===== config.mk =====
export PLATFORM = sky130hd
export DESIGN_NAME = regstack_lifo
export DESIGN_NICKNAME = d
export VERILOG_FILES = /design/src/rtl/regstack_pkg.sv /design/src/rtl/regstack_ctrl.sv /design/src/rtl/regstack_mem.sv /design/src/rtl/regstack_lifo.sv
export SDC_FILE = /design/constraint.sdc
export NUM_CORES = 1
export LEC_CHECK = 0
export ABC_AREA = 1
export BUFFER_PORTS_ARGS = -buffer_cell sky130_fd_sc_hd__buf_4
export CORE_MARGIN = 2
export CORE_UTILIZATION = 55
export CTS_CLUSTER_DIAMETER = 100
export DETAILED_ROUTE_END_ITERATION = 8
export PLACE_DENSITY = 0.76
export SLEW_MARGIN = 0
export SYNTH_ARGS = -nofsm -noshare
export SYNTH_HDL_FRONTEND = slang
export SYNTH_SLANG_ARGS = --single-unit

===== constraint.sdc =====
create_clock -name clk -period 2.5 [get_ports clk]
set_input_delay 0.25 -clock clk [delete_from_list [all_inputs] [get_ports clk]]
set_output_delay 0.25 -clock clk [all_outputs]
set_load 0.02 [all_outputs]

===== src/rtl/regstack_pkg.sv =====
package regstack_pkg;

  typedef enum logic [1:0] {
    REQ_IDLE = 2'd0,
    REQ_PUSH = 2'd1,
    REQ_POP  = 2'd2,
    REQ_BAD  = 2'd3
  } req_e;

  // Classifies the strobes against the current flags.
  function automatic req_e classify(input logic push, input logic pop,
                                    input logic full, input logic empty);
    if (push && pop)             return REQ_BAD;
    else if (push && full)       return REQ_BAD;
    else if (pop && empty)       return REQ_BAD;
    else if (push)               return REQ_PUSH;
    else if (pop)                return REQ_POP;
    else                         return REQ_IDLE;
  endfunction

endpackage


===== src/rtl/regstack_ctrl.sv =====
module regstack_ctrl #(
  parameter int PTR_W = 6
) (
  input  logic             clk,
  input  logic             rst,
  input  logic             push,
  input  logic             pop,
  output logic             wr_en,
  output logic [PTR_W-1:0] wr_addr,
  output logic             rd_en,
  output logic [PTR_W-1:0] rd_addr,
  output logic [PTR_W-1:0] sp,
  output logic             full,
  output logic             empty,
  output logic             err
);
  import regstack_pkg::*;

  logic [PTR_W-1:0] sp_q, sp_up, sp_dn;
  logic             full_q, empty_q, err_q;
  req_e             req;

  assign sp_up = sp_q + PTR_W'(1);
  assign sp_dn = sp_q - PTR_W'(1);
  assign req   = classify(push, pop, full_q, empty_q);

  // Memory side: write goes to the incremented pointer, read uses the current one.
  assign wr_en   = (req == REQ_PUSH);
  assign wr_addr = sp_up;
  assign rd_en   = (req == REQ_POP);
  assign rd_addr = sp_q;

  always_ff @(posedge clk) begin
    if (rst) begin
      sp_q    <= '0;
      full_q  <= 1'b0;
      empty_q <= 1'b1;
      err_q   <= 1'b0;
    end else begin
      err_q <= (req == REQ_BAD);
      unique case (req)
        REQ_PUSH: begin
          sp_q    <= sp_up;
          full_q  <= (sp_up == '0);
          empty_q <= 1'b0;
        end
        REQ_POP: begin
          sp_q    <= sp_dn;
          empty_q <= (sp_dn == '0);
          full_q  <= 1'b0;
        end
        default: ;
      endcase
    end
  end

  assign sp    = sp_q;
  assign full  = full_q;
  assign empty = empty_q;
  assign err   = err_q;

endmodule


===== src/rtl/regstack_mem.sv =====
module regstack_mem #(
  parameter int DATA_W = 8,
  parameter int PTR_W  = 6
) (
  input  logic              clk,
  input  logic              rst,
  input  logic              wr_en,
  input  logic [PTR_W-1:0]  wr_addr,
  input  logic [DATA_W-1:0] wr_data,
  input  logic              rd_en,
  input  logic [PTR_W-1:0]  rd_addr,
  output logic [DATA_W-1:0] rd_data
);
  localparam int DEPTH = 1 << PTR_W;

  logic [DATA_W-1:0] store [DEPTH];
  logic [DATA_W-1:0] rd_q;

  // Array write without reset so a RAM primitive can be inferred.
  always_ff @(posedge clk) begin
    if (wr_en) store[wr_addr] <= wr_data;
  end

  // Registered read port with synchronous reset on the output register only.
  always_ff @(posedge clk) begin
    if (rst)        rd_q <= '0;
    else if (rd_en) rd_q <= store[rd_addr];
  end

  assign rd_data = rd_q;

endmodule


===== src/rtl/regstack_lifo.sv =====
module regstack_lifo #(
  parameter int DATA_W = 8,
  parameter int PTR_W  = 6
) (
  input  logic              clk,
  input  logic              rst,
  input  logic              push,
  input  logic              pop,
  input  logic [DATA_W-1:0] wdata,
  output logic [DATA_W-1:0] rdata,
  output logic [PTR_W-1:0]  sp,
  output logic              full,
  output logic              empty,
  output logic              err
);
  logic             wr_en, rd_en;
  logic [PTR_W-1:0] wr_addr, rd_addr;

  regstack_ctrl #(.PTR_W(PTR_W)) u_ctrl (
    .clk     (clk),
    .rst     (rst),
    .push    (push),
    .pop     (pop),
    .wr_en   (wr_en),
    .wr_addr (wr_addr),
    .rd_en   (rd_en),
    .rd_addr (rd_addr),
    .sp      (sp),
    .full    (full),
    .empty   (empty),
    .err     (err)
  );

  regstack_mem #(.DATA_W(DATA_W), .PTR_W(PTR_W)) u_mem (
    .clk     (clk),
    .rst     (rst),
    .wr_en   (wr_en),
    .wr_addr (wr_addr),
    .wr_data (wdata),
    .rd_en   (rd_en),
    .rd_addr (rd_addr),
    .rd_data (rdata)
  );

endmodule


==> results by group <==
Placed design
  • PortBufs: 28
  • Gpl congestion: 0.950
  • Pre-CTS setup slack: 0.226 ns
  • Post-DP HPWL: 33.3 mm
  • Placed cell areas: 24300 sq um

Final layout
  • Synth-to-Final Area Change: 12.6%
  • Filler cells: 3079
  • Final core area utilization: 63.1%
  • Design area: 25900 sq um
  • Nets: 2270
  • Antenna cell count: 0
  • Proportion of layout cells with a drive suffix above 1: 10.9%

Clocking
  • Clock sink count: 529
  • Hold buffer count at CTS: 1
  • Clk buf depth: 3
  • Clock buffer count from CTS: 50
  • H-Tree Depth: 2
  • Root buffer cell: clkbuf_16
  • Worst skew pair latency: 0.59 ns
  • Post-CTS sizing: 0
  • TritonCTS clock tree: done
  • Post-CTS setup buffer count: 0
  • Clock transition at path regs: 0.06 ns

Timing
  • Post-layout worst setup margin: 0.156 ns
  • Setup TNS: 0 ns
  • Fmax: 427 MHz
  • Setup-failing EPs final: 0
  • Period utilization: 93.7%
  • Final Hold Fails: 0
  • Final Skew: 0.0177 ns
  • Min cycle time layout: 2.34 ns
  • Worst-Margin Slew: 0.957 ns
  • Final slew viol count: 0
  • Max_slew headroom: 36.2%
  • RSZ-0062 raised after global routing: false

Detailed routing
  • DRT iter0 DRCs: 2088
  • Routed length per instance: 20.1 um
  • ANT nets after route: 0
  • Via count: 15795
  • Initial DRT Pass Iterations: 6
  • WL final: 56.9 mm
  • # DRC: 0
  • Via density per instance: 5.59

Floorplanning
  • Die H: 208 um
  • # IOs: 29
  • Core area: 41000 sq um
  • Die area: 43500 sq um
  • Core Rows: 74
  • Initial core utilization: 56.1%
  • Die W: 208 um

Run status
  • Status: finished, final reports clean

Pwr
  • Clock Power Share: 35.8%
  • Sequential power share: 48.2%
  • Sw frac: 26.8%
  • Internal power: 15.0 mW
  • Leak Pwr: 10.4 nW
  • Pwr dens: 793 nW/um^2
  • Comb power frac: 16.0%
  • VDD IR-drop max: 0.000492 V
  • Sw Pwr: 5.49 mW
  • Total design power: 20.5 mW

Setup path
  • Critical path required time: 2.98 ns
  • Startpoint types: register
  • Critical Path Source: u_ctrl.rd_addr[0]
  • Critical Path AT: 2.83 ns
  • Setup crit end kind: register
  • FF-to-FF Start: u_ctrl.rd_addr[0]
  • Max FO, Critical Path: 85
  • Crit Path Class: reg -> reg

Synth
  • Syn Nets: 2187
  • Commonest cells in the netlist: edfxtp_1, nand2_1, nand3_1
  • Syn. warnings: 0
  • Sequential fraction of the synthesis area: 68.3%
  • Synthesized area per cell: 10.6 sq um
  • Synthesized area: 23000 sq um
  • Number of enable flip-flop cells after synthesis: 512
  • Most common cell in the netlist: edfxtp_1
  • Synth top area share: 66.8%
  • Top cells by area, synth: edfxtp_1, nand3_1, nand2_1
  • #FFs+latches synth: 529
  • Mapped Cells: 2169
  • Cell variety after synth: 32
  • Dominant cell type by area after synthesis: edfxtp_1
  • Predominant post-synthesis flop cell: edfxtp_1
  • Asr flop ratio synth: 0%

Global route
  • Largest net degree at the start of global routing: 134
  • First-pass GRT wire length: 87.5 mm
  • Tot GR Track Use: 26.5%
  • Gr ovfl total: 0
  • Antenna violations before repair: 1
  • Number of global-route vias before repair: 15511

Hold path
  • Hold Path Origin: wdata[2]
  • Worst hold path class: in -> reg

Flow run
  • Max cap viols: 0
[power groups by stage]
stage	Combinational, mW	Sequential, mW	Clock [mW]
CTS	3.23	9.90	7.45
finish	3.28	9.90	7.36
global placement	3.17	10.1	0
global route	3.56	9.90	7.80
detailed placement	3.19	10.1	0
floorplan	2.09	10.1	0
[kinds of logic after synthesis]
kind of cell             share of synthesized area (%)
AND/OR/NAND/NOR                                   21.3
flip-flops                                        68.3
buffers and inverters                             7.82
AO/OA/AOI/OAI                                     1.90
XOR/XNOR                                         0.299
adder cells (fa/ha/maj)                          0.326
[state kept, by name (all words and copies together), names as in the netlist]
signal / flops
u_ctrl.err: 1
u_mem.rd_data: 8
u_ctrl.empty: 1
u_ctrl.full: 1
u_mem.store: 512
u_ctrl.rd_addr: 6
[placed cells by master, fill, tap and decap left out, drive strengths merged, types with 2 or more instances in the layout]
master    instances
ha                6
or2              66
clkinvlp          2
dfxtp            17
xor2              7
inv             328
a21oi            11
edfxtp          512
o211ai           34
nor2            129
bufinv            3
o21ai            22
buf             145
clkbuf           69
nand3           420
nand4             2
clkinv           19
nand2           496
[path summary, 6_finish.rpt]
path	end	slack, ns	depth (start not counted)
hold / removal	u_mem.store[63][2]	0.16	1
hold reg to reg	u_mem.rd_data[3]	0.61	4
setup reg to reg	u_mem.rd_data[6]	0.16	10
setup / recovery	u_mem.rd_data[6]	0.16	10
[area by class of cell]
| cell class | instances | area (sq um) | share of cell area, % |
|---|---|---|---|
| flip-flops and latches | 529 | 15700 | 60.7 |
| repair buffers | 146 | 1170 | 4.53 |
| inverters | 329 | 1240 | 4.80 |
| well taps | 532 | 666 | 2.57 |
| clock buffers | 69 | 1420 | 5.47 |
| clock inverters | 23 | 181 | 0.701 |
| multi-input cells | 1196 | 5490 | 21.2 |
[metal layers]
metal | global-route usage, % | part of all wire [%] | up-vias
li1 | - | - | 7355
met1 | 34.8 | 39 | 7453
met2 | 43.1 | 47 | 820
met3 | 5.80 | 9.8 | 165
met4 | 11.1 | 4.0 | 2
met5 | 0 | 0.032 | -
[worst max-delay path, stage by stage, from the launching register on]
cell	delay (ns)
dfxtp_4	0.43
buf_4	0.65
nand2_1	0.13
nand3_1	0.16
nand3_1	0.14
nand3_1	0.12
nand3_1	0.16
nand3_1	0.19
nand3_1	0.10
nand2_1	0.07
inv_1	0.04
[per-stage QoR]
step | hold WS [ns] | std cells
finish | 0.156 | 2824
floorplan | 0.349 | 2169
detailed placement | 0.580 | 2731
global route | 0.143 | 2824
global placement | 0.558 | 2731
CTS | 0.135 | 2824
Note: power is estimated with default switching activity, not from simulation.
